### src/rtl/sro_pkg.sv
package sro_pkg;

  // Which result word leads the serial stream.
  typedef enum logic {
    ORD_A_FIRST = 1'b0,
    ORD_B_FIRST = 1'b1
  } order_e;

  // Host-side pins carried through the synchronizer as one bundle.
  typedef struct packed {
    logic sclk;
    logic cs_n;
    logic rd_n;
    logic sdin;
  } host_pins_t;

  localparam int HOST_PINS_W = $bits(host_pins_t);

  // Reset level of the bundle: port deselected, clock and data low.
  localparam host_pins_t HOST_PINS_IDLE = '{sclk: 1'b0, cs_n: 1'b1, rd_n: 1'b1, sdin: 1'b0};

endpackage

### src/rtl/sro_sync.sv
module sro_sync #(
  parameter int             W       = 4,
  parameter int             STAGES  = 2,
  parameter logic [W-1:0]   RST_VAL = '0
) (
  input  logic         clk,
  input  logic         rst_n,
  input  logic [W-1:0] din,
  output logic [W-1:0] dout
);

  logic [STAGES-1:0][W-1:0] stg_q;
  logic [STAGES-1:0][W-1:0] stg_d;

  always_comb begin
    stg_d[0] = din;
    for (int i = 1; i < STAGES; i++) begin
      stg_d[i] = stg_q[i-1];
    end
  end

  always_ff @(posedge clk or negedge rst_n) begin
    if (!rst_n) begin
      stg_q <= {STAGES{RST_VAL}};
    end else begin
      stg_q <= stg_d;
    end
  end

  assign dout = stg_q[STAGES-1];

endmodule

### src/rtl/sro_edge.sv
module sro_edge (
  input  logic clk,
  input  logic rst_n,
  input  logic sclk_s,
  input  logic cs_n_s,
  input  logic sclk_inv,
  output logic upd_pulse
);

  logic prev_q;
  logic rise;
  logic fall;
  logic sel_edge;

  always_ff @(posedge clk or negedge rst_n) begin
    if (!rst_n) begin
      prev_q <= 1'b0;
    end else begin
      prev_q <= sclk_s;
    end
  end

  always_comb begin
    rise      = sclk_s & ~prev_q;
    fall      = ~sclk_s & prev_q;
    sel_edge  = sclk_inv ? fall : rise;
    // Select gates the host clock: edges while deselected never count.
    upd_pulse = sel_edge & ~cs_n_s;
  end

endmodule

### src/rtl/sro_ctrl.sv
module sro_ctrl
  import sro_pkg::*;
#(
  parameter int WORD_W = 16,
  localparam int PAIR_W = 2 * WORD_W
) (
  input  logic              clk,
  input  logic              rst_n,
  input  logic              abort_req,
  input  logic              res_valid,
  input  logic [WORD_W-1:0] res_a,
  input  logic [WORD_W-1:0] res_b,
  input  order_e            order_sel,
  input  logic              mid_read,
  output logic              load,
  output logic [PAIR_W-1:0] load_word,
  output logic              rd_err
);

  logic              pend_q, pend_d;
  logic              err_q,  err_d;
  logic [PAIR_W-1:0] word_q, word_d;
  logic              word_en;
  logic              busy;

  // A load already staged restarts the count, so it is not an open read.
  assign busy = mid_read & ~pend_q;

  always_comb begin
    pend_d  = 1'b0;
    err_d   = 1'b0;
    word_en = 1'b0;
    word_d  = (order_sel == ORD_B_FIRST) ? {res_b, res_a} : {res_a, res_b};
    if (abort_req) begin
      pend_d = 1'b0;
      err_d  = 1'b0;
    end else if (res_valid) begin
      pend_d  = 1'b1;
      err_d   = busy;
      word_en = 1'b1;
    end
  end

  always_ff @(posedge clk or negedge rst_n) begin
    if (!rst_n) begin
      pend_q <= 1'b0;
      err_q  <= 1'b0;
    end else begin
      pend_q <= pend_d;
      err_q  <= err_d;
    end
  end

  always_ff @(posedge clk or negedge rst_n) begin
    if (!rst_n) begin
      word_q <= '0;
    end else if (word_en) begin
      word_q <= word_d;
    end
  end

  assign load      = pend_q;
  assign load_word = word_q;
  assign rd_err    = err_q;

endmodule

### src/rtl/sro_shifter.sv
module sro_shifter #(
  parameter int  PAIR_W = 32,
  localparam int CNT_W  = $clog2(PAIR_W) + 1
) (
  input  logic              clk,
  input  logic              rst_n,
  input  logic              abort_req,
  input  logic              load,
  input  logic [PAIR_W-1:0] load_word,
  input  logic              shift_en,
  input  logic              sdin_s,
  output logic              msb,
  output logic [CNT_W-1:0]  cnt,
  output logic              mid_read
);

  localparam logic [CNT_W-1:0] FULL = CNT_W'(PAIR_W);

  logic [PAIR_W-1:0] sh_q, sh_d;
  logic [CNT_W-1:0]  cnt_q, cnt_d;
  logic              sh_en;

  always_comb begin
    sh_d  = sh_q;
    cnt_d = cnt_q;
    sh_en = 1'b0;
    if (abort_req) begin
      sh_d  = '0;
      cnt_d = '0;
      sh_en = 1'b1;
    end else if (load) begin
      sh_d  = load_word;
      cnt_d = '0;
      sh_en = 1'b1;
    end else if (shift_en) begin
      sh_d  = {sh_q[PAIR_W-2:0], sdin_s};
      // Saturate: longer chains keep shifting once the local pair is out.
      cnt_d = (cnt_q == FULL) ? FULL : cnt_q + 1'b1;
      sh_en = 1'b1;
    end
  end

  always_ff @(posedge clk or negedge rst_n) begin
    if (!rst_n) begin
      sh_q  <= '0;
      cnt_q <= '0;
    end else if (sh_en) begin
      sh_q  <= sh_d;
      cnt_q <= cnt_d;
    end
  end

  assign msb      = sh_q[PAIR_W-1];
  assign cnt      = cnt_q;
  assign mid_read = (cnt_q != '0) && (cnt_q != FULL);

endmodule

### src/rtl/sro_serial_port.sv
module sro_serial_port
  import sro_pkg::*;
#(
  parameter int WORD_W      = 16,
  parameter int SYNC_STAGES = 2
) (
  input  logic              clk,
  input  logic              rst_n,
  input  logic              abort_req,
  input  logic              res_valid,
  input  logic [WORD_W-1:0] res_a,
  input  logic [WORD_W-1:0] res_b,
  input  logic              order_sel,
  input  logic              sclk,
  input  logic              sclk_inv,
  input  logic              cs_n,
  input  logic              rd_n,
  input  logic              sdin,
  output logic              sdout,
  output logic              rd_err
);

  localparam int PAIR_W = 2 * WORD_W;
  localparam int CNT_W  = $clog2(PAIR_W) + 1;

  host_pins_t        pins_raw;
  host_pins_t        pins_s;
  logic              upd_pulse;
  logic              load;
  logic [PAIR_W-1:0] load_word;
  logic              msb;
  logic [CNT_W-1:0]  bit_cnt;
  logic              mid_read;
  order_e            order_e_sel;

  assign pins_raw    = '{sclk: sclk, cs_n: cs_n, rd_n: rd_n, sdin: sdin};
  assign order_e_sel = order_e'(order_sel);

  sro_sync #(
    .W       (HOST_PINS_W),
    .STAGES  (SYNC_STAGES),
    .RST_VAL (HOST_PINS_IDLE)
  ) u_sync (
    .clk  (clk),
    .rst_n(rst_n),
    .din  (pins_raw),
    .dout (pins_s)
  );

  sro_edge u_edge (
    .clk      (clk),
    .rst_n    (rst_n),
    .sclk_s   (pins_s.sclk),
    .cs_n_s   (pins_s.cs_n),
    .sclk_inv (sclk_inv),
    .upd_pulse(upd_pulse)
  );

  sro_ctrl #(
    .WORD_W(WORD_W)
  ) u_ctrl (
    .clk      (clk),
    .rst_n    (rst_n),
    .abort_req(abort_req),
    .res_valid(res_valid),
    .res_a    (res_a),
    .res_b    (res_b),
    .order_sel(order_e_sel),
    .mid_read (mid_read),
    .load     (load),
    .load_word(load_word),
    .rd_err   (rd_err)
  );

  sro_shifter #(
    .PAIR_W(PAIR_W)
  ) u_shift (
    .clk      (clk),
    .rst_n    (rst_n),
    .abort_req(abort_req),
    .load     (load),
    .load_word(load_word),
    .shift_en (upd_pulse),
    .sdin_s   (pins_s.sdin),
    .msb      (msb),
    .cnt      (bit_cnt),
    .mid_read (mid_read)
  );

  // Output is held at 0 unless both the select and the read enable are low.
  assign sdout = msb & ~pins_s.cs_n & ~pins_s.rd_n;

endmodule

### config.mk
export PLATFORM = sky130hd
export DESIGN_NAME = sro_serial_port
export DESIGN_NICKNAME = d
export VERILOG_FILES = /design/src/rtl/sro_pkg.sv /design/src/rtl/sro_sync.sv /design/src/rtl/sro_edge.sv /design/src/rtl/sro_ctrl.sv /design/src/rtl/sro_shifter.sv /design/src/rtl/sro_serial_port.sv
export SDC_FILE = /design/constraint.sdc
export NUM_CORES = 1
export LEC_CHECK = 0
export ABC_AREA = 1
export BUFFER_PORTS_ARGS = -buffer_cell sky130_fd_sc_hd__buf_2
export CAP_MARGIN = 20
export CORE_MARGIN = 2
export CORE_UTILIZATION = 50
export CTS_BUF_LIST = sky130_fd_sc_hd__clkbuf_8
export DETAILED_ROUTE_END_ITERATION = 8
export GPL_ROUTABILITY_DRIVEN = 0
export PLACE_DENSITY = 0.7
export SETUP_SLACK_MARGIN = 0.15
export SLEW_MARGIN = 0
export SYNTH_ARGS = -nofsm -noshare
export SYNTH_HDL_FRONTEND = slang
export SYNTH_SLANG_ARGS = --single-unit
### constraint.sdc
create_clock -name clk -period 1.1 [get_ports clk]
set_input_delay 0.055 -clock clk [delete_from_list [all_inputs] [get_ports clk]]
set_output_delay 0.055 -clock clk [all_outputs]
set_load 0.1 [all_outputs]
==> results of run 1 <==
## area by class of cell
| type | count | area, um^2 | area share |
|---|---|---|---|
| sequential | 81 | 2030 | 0.405 |
| tap | 102 | 128 | 0.0254 |
| multi-input combinational | 310 | 1570 | 0.312 |
| clock buffer | 11 | 151 | 0.0301 |
| timing repair buffer | 92 | 840 | 0.167 |
| inverter | 60 | 225 | 0.0448 |
| clock inverter | 5 | 77.6 | 0.0154 |
## synthesized netlist by cell type
library cell  instances  area, um^2
o211ai_1             16         120
buf_6                 4        45.0
inv_2                 2        7.51
xor2_1                1        8.76
dfstp_2               4         105
nand2_2               1        6.26
buf_2                13        65.1
nor2_4                1        11.3
buf_1                 1        3.75
nor2_1               12        45.0
buf_4                 2        15.0
a21oi_1              33         165
inv_1                58         218
nand4_1               1        6.26
o21ai_1               1        5.00
clkbuf_1             10        37.5
ha_1                  2        25.0
a311oi_1              1        8.76
nand2_4               1        11.3
nand2_1             132         495
o21ai_0              55         275
a211oi_1              1        7.51
dfrtp_1              77        1930
o21ai_2               9        78.8
nand3_1              43         215
## layout by cell type (no fill, tap or decap), drive strengths merged, types with 13 or more instances in the layout
| cell | count |
|---|---|
| nand2 | 134 |
| dfrtp | 77 |
| buf | 70 |
| o21ai | 65 |
| inv | 62 |
| nand3 | 43 |
| a21oi | 33 |
| dlygate4sd3 | 20 |
| o211ai | 16 |
| clkbuf | 13 |
| nor2 | 13 |
## flip-flops by register name, summed over array words and instances, names as in the netlist
name and cells:
u_ctrl.load_word 32, u_shift.sh_q 32, u_shift.cnt 6, u_sync.dout 4, u_sync.stg_d 4, u_ctrl.load 1
u_ctrl.rd_err 1, u_edge.prev_q 1
## stage by stage
step / cell area, um^2 / TNS [ns] / hold WS [ns] / worst slack [ns] / total power [mW]
floorplan: 3990 / 0 / -0.241 / 0.0283 / 4.06
global placement: 4430 / -1.16 / 0.00437 / -0.0404 / 4.40
detailed placement: 4430 / -2.52 / 0.00419 / -0.0881 / 4.44
CTS: 4960 / -3.99 / 0.00761 / -0.153 / 7.00
global route: 5020 / -7.88 / 0.0489 / -0.239 / 7.33
finish: 5020 / -5.78 / 0.00599 / -0.173 / 7.04
## logic make-up after synthesis
group | count (synthesis) | share of synthesized area
XOR/XNOR | 1 | 0.00224
AO/OA/AOI/OAI | 116 | 0.169
adder cells (fa/ha/maj) | 2 | 0.00640
flip-flops | 81 | 0.520
AND/OR/NAND/NOR | 191 | 0.202
buffers and inverters | 90 | 0.100
## routing by layer
layer / wire [um] / track usage / vias to the layer above / share of wire
li1: - / - / 1691 / -
met1: 4150 / 0.299 / 1598 / 0.44
met2: 4700 / 0.387 / 103 / 0.50
met3: 359 / 0.0317 / 15 / 0.038
met4: 141 / 0.0858 / 0 / 0.015
met5: 0 / 0 / - / 0
## power by group
group | internal (mW) | switching [mW] | leakage [nW]
sequential | 3.27 | 0.121 | 1.01
combinational | 0.482 | 0.670 | 1.39
clock | 1.40 | 1.09 | 0.121
## tightest hold or removal path: cells and delay by family
| family | cells | cell delay, ns |
|---|---|---|
| compound gates | 2 | 0.17 |
| buf+inv | 1 | 0.09 |
## final timing paths
check,start,end
max,u_sync.dout[3],u_shift.cnt[1]
min,res_a[15],u_ctrl.load_word[15]
min reg2reg,u_sync.stg_d[5],u_sync.dout[1]
min in group asynchronous,rst_n,u_shift.cnt[0]
max in group asynchronous,rst_n,u_ctrl.load_word[5]
max reg2reg,u_sync.dout[3],u_shift.cnt[1]
## timing repair
action,in CTS,in global routing
gates resized for setup,14,4
pin swaps,3,4
endpoints found under the hold margin,111,0
hold buffers,20,0
gates cloned,2,2
setup buffers,3,0
setup endpoints to repair,41,41
==> impl_metrics.csv, run 1 <==
group,metric,value,unit
drt,postRouteAntennaNets,0,
timing,worst_pin_slew,0.386,ns
placement,dp.cells,618,
clock_tree,clock_latency,0.36,ns
drt,viasPerCell,5.15,
cells_and_area,drive_above_1_share,0.220,
worst_setup_path,rr_worst_depth,7,
drt,drt_iter0_drc,175,
worst_setup_path,cpPeakStageDelay,0.41,ns
floorplan,die_h,92.4,um
hold_path,hp-class,"in2reg",
global_routing,grt_pass1_vias,3214,
cells_and_area,nets,598,
clock_tree,path_clk_slew,0.08,ns
floorplan,io_pins,44,
job,drv_cap,0,
worst_setup_path,path_buf_inv,2,
worst_setup_path,path_depth,7,
cells_and_area,fillCellCount,607,
synthesis,syn_avg_cell_area,8.13,um^2
drt,dr.pass1.iters,5,
floorplan,die_w,92.4,um
clock_tree,cts-root-buf,"clkbuf_8",
timing,finalCriticalPeriod,1.27,ns
drt,drc_errors,0,
power_and_ir_drop,leakage,2.53,nW
timing,rsz0062_at_grt,"yes",
timing,fin_ws,-0.173,ns
timing,drv_slew,0,
worst_setup_path,required,1.40,ns
cells_and_area,n_antenna_cell,0,
drt,wl,9350,um
cells_and_area,final_util,0.657,
outcome,violations,"negative setup slack",
synthesis,synth_seq_cells,81,
worst_setup_path,path_cells,"o21ai_2, nand3_4, buf_6, buf_6, nor2_4, nand2_1, nand2_1",
power_and_ir_drop,ir_drop,0.742,mV
global_routing,grt_pass1_wl,15200,um
clock_tree,cts_tree,"built",
worst_setup_path,reg2reg_slack,-0.17,ns
placement,hpwl,5710,um
hold_path,hold_depth,3,
worst_setup_path,worst-path-max-fanout,5,
timing,finalSetupViolations,39,
power_and_ir_drop,power_density,1400,nW/um^2
clock_tree,cts.sinks,81,
global_routing,grt_antenna_before_repair,0,
floorplan,core-area,7650,um^2
synthesis,synth.yosys.seq_area_share,0.520,
global_routing,gr-total-overflow,0,
worst_setup_path,critical_path_arrival,1.57,ns
timing,fmax,786,MHz
timing,finClkSkew,0.00832,ns
worst_setup_path,path_delay_family,"flip-flops",
worst_setup_path,start_kind,"flop",
worst_setup_path,cp_slowest_cell,"dfrtp_1",
worst_setup_path,end_kind,"flop",
synthesis,ys_warn_count,0,
timing,finalHoldViolCount,0,
synthesis,yosysUniqueCellTypes,25,
outcome,status,"finished with violations",
global_routing,grt_use_total,0.228,
synthesis,syn-num-nets,525,
placement,port_buffers,43,
clock_tree,tritoncts.num_buffers,9,
drt,vias,3407,
cells_and_area,stdcell_count,661,
timing,finalCritPeriodShare,1.16,
clock_tree,htree_levels,3,
floorplan,initial_core_util,0.511,
drt,routedWlPerCell,14.1,um
synthesis,synth_cells,481,
cells_and_area,syn_to_final_growth,28.5,%
floorplan,fp-row-count,32,
synthesis,syn_area,3910,um^2
timing,relSlewSlack,0.743,
global_routing,grt_max_degree,61,
clock_tree,cts_max_path_buffers,2,
worst_setup_path,path_class,"reg2reg",
floorplan,dieArea,8540,um^2
(Power assumes the default switching activity.)
==> inputs of run 2 (changes only) <==
Settings changed: CORE_UTILIZATION 50 to 55, PLACE_DENSITY 0.7 to 0.76.
==> impl_metrics.csv, run 2 (synthesis results as in run 1) <==
group,metric,value,unit
clock_tree,htree_levels,3,
timing,finalCriticalPeriod,1.34,ns
power_and_ir_drop,seq_power_share,0.475,
floorplan,fp-row-count,30,
timing,drv_slew,0,
floorplan,die_h,88.3,um
worst_setup_path,start_kind,"flop",
cells_and_area,final_common_cell,"nand2_1",
power_and_ir_drop,internal_power,5.18,mW
outcome,violations,"negative setup slack",
global_routing,grt_use_total,0.259,
cells_and_area,multi_input_area,1660,um^2
floorplan,die_w,88.3,um
timing,finalCritPeriodShare,1.22,
drt,drt_iter0_drc,278,
cells_and_area,syn_to_final_growth,35.4,%
cells_and_area,drive_above_1_share,0.283,
floorplan,dieArea,7800,um^2
placement,hpwl,5770,um
clock_tree,tritoncts.num_buffers,9,
power_and_ir_drop,ir_drop,0.919,mV
outcome,status,"finished with violations",
global_routing,grt_antenna_before_repair,0,
job,drv_cap,0,
timing,worst_hold_slack,0.0326,ns
worst_setup_path,worst-path-max-fanout,6,
floorplan,io_pins,44,
drt,routedWlPerCell,15.6,um
placement,port_buffers,43,
power_and_ir_drop,power_density,1360,nW/um^2
cells_and_area,seq_area,2030,um^2
clock_tree,cts.sinks,81,
timing,fmax,744,MHz
floorplan,core-area,6830,um^2
clock_tree,cts-root-buf,"clkbuf_8",
clock_tree,path_clk_slew,0.09,ns
drt,dr.pass1.iters,5,
worst_setup_path,end_kind,"flop",
floorplan,initial_core_util,0.572,
global_routing,grt_pass1_vias,3362,
worst_setup_path,required,1.41,ns
drt,wl,10400,um
worst_setup_path,critical_path_arrival,1.65,ns
clock_tree,cts_tree,"built",
drt,viasPerCell,5.41,
power_and_ir_drop,switching_share,0.278,
power_and_ir_drop,combPwrFrac,0.186,
timing,finClkSkew,0.0180,ns
global_routing,grt_max_degree,41,
power_and_ir_drop,p_clk_frac,0.339,
clock_tree,clock_latency,0.37,ns
clock_tree,cts_max_path_buffers,2,
cells_and_area,nets,611,
timing,worst_pin_slew,0.357,ns
cells_and_area,n_antenna_cell,0,
cells_and_area,final_util,0.775,
timing,rsz0062_at_grt,"yes",
drt,postRouteAntennaNets,0,
power_and_ir_drop,power_switching,2.00,mW
drt,drc_errors,0,
timing,finalSetupViolations,39,
drt,vias,3613,
global_routing,gr-total-overflow,0,
placement,dp_slack,-0.136,ns
worst_setup_path,path_class,"reg2reg",
timing,fin_ws,-0.245,ns
timing,relSlewSlack,0.761,
cells_and_area,layout_common_cells,"nand2_1, dfrtp_1, inv_1, nand3_1, buf_2",
cells_and_area,fillCellCount,460,
global_routing,grt_pass1_wl,15500,um
hold_path,hp-class,"in2reg",
power_and_ir_drop,leakage,2.65,nW
timing,finalHoldViolCount,0,
[run 2: layout make-up]
cell class	count	share of cell area
Timing Repair Buffer	105	0.195
Tap cell	96	0.0227
Multi-Input combinational cell	310	0.314
Clock buffer	10	0.0260
Inverter	60	0.0426
Sequential cell	81	0.384
Clock inverter	6	0.0158
[run 2: stage by stage]
stage	power [mW]	setup TNS [ns]	area, um^2	instances
4_1_cts	6.99	-4.60	5030	659
2_1_floorplan	4.06	0	3990	481
3_5_place_dp	4.46	-3.51	4450	613
5_1_grt	7.50	-8.72	5290	668
3_3_place_gp	4.41	-1.64	4450	613
6_report	7.18	-7.01	5290	668
[run 2: worst paths after layout]
kind                                         to            start  slack [ns]  cells past startpoint
max                            u_shift.sh_q[27]      u_ctrl.load       -0.24                      7
min                        u_ctrl.load_word[29]        res_b[13]        0.03                      5
max reg2reg                    u_shift.sh_q[27]      u_ctrl.load       -0.24                      7
min reg2reg                      u_sync.dout[3]  u_sync.stg_d[7]        0.35                      0
max in group asynchronous           u_ctrl.load            rst_n        0.52                      3
min in group asynchronous        u_sync.dout[3]            rst_n        0.10                      2
[run 2: power by group through the flow]
stage | logic [mW] | registers [mW] | clock network, mW
6_report | 1.33 | 3.41 | 2.43
3_5_place_dp | 1.02 | 3.45 | 0
4_1_cts | 1.17 | 3.39 | 2.43
3_3_place_gp | 0.979 | 3.44 | 0
2_1_floorplan | 0.640 | 3.42 | 0
5_1_grt | 1.46 | 3.44 | 2.60
[run 2: routing by layer]
| layer | part of all wire | GRT usage | wire length [um] | vias to the layer above |
|---|---|---|---|---|
| li1 | - | - | - | 1724 |
| met1 | 0.42 | 0.343 | 4440 | 1728 |
| met2 | 0.50 | 0.418 | 5270 | 134 |
| met3 | 0.050 | 0.0709 | 525 | 27 |
| met4 | 0.020 | 0.0813 | 211 | 0 |
| met5 | 0 | 0 | 0 | - |
[run 2: critical path, stage by stage (launching register included)]
cell and delay, ns:
dfrtp_2 0.44, nor2_4 0.23, buf_6 0.16, clkbuf_16 0.14, nand2_1 0.05, o21ai_1 0.09
nand2_1 0.11, nand2_1 0.06
[run 2: what timing repair did]
item                                    CTS  global route
resized for setup                        29            46
endpoints found under the setup margin   41            41
gates cloned                              2             4
hold buffers                             21             0
pin swaps                                 3            20
setup buffers                             7             5
hold endpoints to repair                110             0
==> inputs of run 3 (changes only) <==
Settings changed: SETUP_SLACK_MARGIN 0.15 to default.
==> impl_metrics.csv, run 3 (synthesis results as in run 1) <==
group,metric,value,unit
power_and_ir_drop,power_density,1280,nW/um^2
clock_tree,clock_latency,0.36,ns
drt,viasPerCell,5.34,
outcome,status,"finished with violations",
hold_path,hold_depth,5,
global_routing,grt_pass1_wl,14900,um
worst_setup_path,critical_path_arrival,1.56,ns
clock_tree,path_clk_slew,0.08,ns
timing,finClkSkew,0.00636,ns
placement,dp.cells,613,
worst_setup_path,cp_common_cell,"nand2_1",
worst_setup_path,cp_slowest_cell,"dfrtp_1",
placement,placed_cell_area,4430,um^2
global_routing,grt_antenna_before_repair,0,
job,drv_cap,0,
floorplan,die_h,88.3,um
cells_and_area,fillCellCount,494,
timing,finalSetupViolations,39,
worst_setup_path,required,1.39,ns
power_and_ir_drop,p_clk_frac,0.291,
timing,rsz0062_at_grt,"yes",
timing,worst_pin_slew,0.325,ns
drt,dr.pass1.iters,5,
outcome,violations,"negative setup slack",
cells_and_area,layout_common_cells,"nand2_1, dfrtp_1, inv_1, buf_2, nand3_1",
cells_and_area,stdcell_count,659,
clock_tree,cts.sinks,81,
timing,finalHoldViolCount,0,
worst_setup_path,end_kind,"flop",
global_routing,gr-total-overflow,0,
timing,fmax,791,MHz
worst_setup_path,worst-path-max-fanout,9,
power_and_ir_drop,switching_share,0.292,
global_routing,grt_max_degree,65,
floorplan,io_pins,44,
timing,finalCritPeriodShare,1.15,
floorplan,initial_core_util,0.572,
power_and_ir_drop,combPwrFrac,0.190,
power_and_ir_drop,ir_drop,0.891,mV
cells_and_area,stdcell_area,5120,um^2
drt,postRouteAntennaNets,0,
timing,fin_ws,-0.164,ns
floorplan,fp-row-count,30,
clock_tree,htree_levels,3,
cells_and_area,nets,602,
worst_setup_path,r2r_start,"u_ctrl.load",
power_and_ir_drop,power_switching,1.91,mW
timing,drv_slew,0,
worst_setup_path,rr_worst_depth,7,
drt,drt_iter0_drc,192,
drt,drc_errors,0,
drt,wl,9420,um
power_and_ir_drop,seq_power_share,0.520,
drt,routedWlPerCell,14.3,um
cells_and_area,syn_to_final_growth,31.0,%
floorplan,dieArea,7800,um^2
placement,hpwl,5560,um
clock_tree,cts_max_path_buffers,2,
clock_tree,cts-root-buf,"clkbuf_8",
clock_tree,cts_tree,"built",
global_routing,grt_pass1_vias,3281,
cells_and_area,drive_above_1_share,0.252,
worst_setup_path,path_cells,"nor2_4, buf_12, clkbuf_16, nand2_1, o21ai_0, nand2_1, nand2_1",
power_and_ir_drop,internal_power,4.63,mW
hold_path,hold_path_end,"u_ctrl.load_word[19]",
global_routing,grt_use_total,0.248,
cells_and_area,final_common_cell,"nand2_1",
power_and_ir_drop,leakage,2.56,nW
floorplan,core-area,6830,um^2
worst_setup_path,path_class,"reg2reg",
clock_tree,tritoncts.num_buffers,9,
worst_setup_path,reg2reg_slack,-0.16,ns
drt,vias,3522,
timing,finalCriticalPeriod,1.26,ns
timing,relSlewSlack,0.782,
worst_setup_path,r2r_end,"u_shift.sh_q[5]",
cells_and_area,n_antenna_cell,0,
placement,port_buffers,43,
hold_path,hold_start,"res_b[3]",
hold_path,hp-class,"in2reg",
worst_setup_path,cpPeakStageDelay,0.43,ns
cells_and_area,final_util,0.749,
floorplan,die_w,88.3,um
worst_setup_path,start_kind,"flop",
[run 3: how the worst max path moves through the flow]
stage                         startpoint               end  slack, ns  depth (start not counted)
after floorplan           u_sync.dout[2]  u_shift.sh_q[30]     -0.005                          6
after global placement    u_sync.dout[3]    u_shift.cnt[0]      -0.08                          6
after detailed placement  u_sync.dout[3]    u_shift.cnt[0]      -0.13                          6
after CTS                 u_sync.dout[2]             sdout      -0.16                          4
after global routing      u_shift.cnt[1]    u_shift.cnt[4]      -0.22                          6
final                        u_ctrl.load   u_shift.sh_q[5]      -0.16                          7
[run 3: per-stage QoR]
step	setup TNS [ns]	power, mW	hold slack (ns)	setup WS, ns
floorplan	-0.159	4.04	-0.241	-0.00536
global placement	-1.56	4.40	-0.0599	-0.0814
detailed placement	-3.02	4.44	-0.0611	-0.131
CTS	-2.70	6.46	0.0189	-0.165
global route	-6.28	6.86	0.0345	-0.223
finish	-4.05	6.54	0.0377	-0.164
[run 3: power by group through the flow]
| stage | clock network, mW | registers, mW | logic (mW) |
|---|---|---|---|
| 2_1_floorplan | 0 | 3.42 | 0.618 |
| 3_3_place_gp | 0 | 3.43 | 0.965 |
| 3_5_place_dp | 0 | 3.44 | 0.999 |
| 4_1_cts | 1.93 | 3.39 | 1.14 |
| 5_1_grt | 2.06 | 3.42 | 1.37 |
| 6_report | 1.90 | 3.40 | 1.24 |
[run 3: layout make-up]
class | instances | area [um^2] | area share
clock buffers | 9 | 124 | 0.0242
repair buffers | 96 | 965 | 0.188
well taps | 96 | 120 | 0.0235
flip-flops and latches | 81 | 2030 | 0.397
inverters | 60 | 225 | 0.0440
clock inverters | 7 | 48.8 | 0.00953
multi-input cells | 310 | 1610 | 0.314
[run 3: metal layers]
layer,GRT usage,vias to the layer above,wire (um)
li1,-,1705,-
met1,0.329,1695,3930
met2,0.416,110,4930
met3,0.0606,12,452
met4,0.0537,0,102
met5,0,-,0
[run 3: critical path: cells and delay by family, from the launching register on]
kind | cells | cell delay [ns]
AOI/OAI and AO/OA | 1 | 0.08
buffers and inverters | 2 | 0.33
DFF | 1 | 0.43
and+or+nand+nor | 4 | 0.35
[run 3: timing repair]
item | 4_1_cts | 5_1_grt
pin swaps | 1 | 1
gates resized for setup | 19 | 40
hold endpoints to repair | 108 | 0
buffers inserted | 4 | 1
hold buffers | 20 | 0
gates cloned | 3 | 2
setup endpoints to repair | 39 | 39
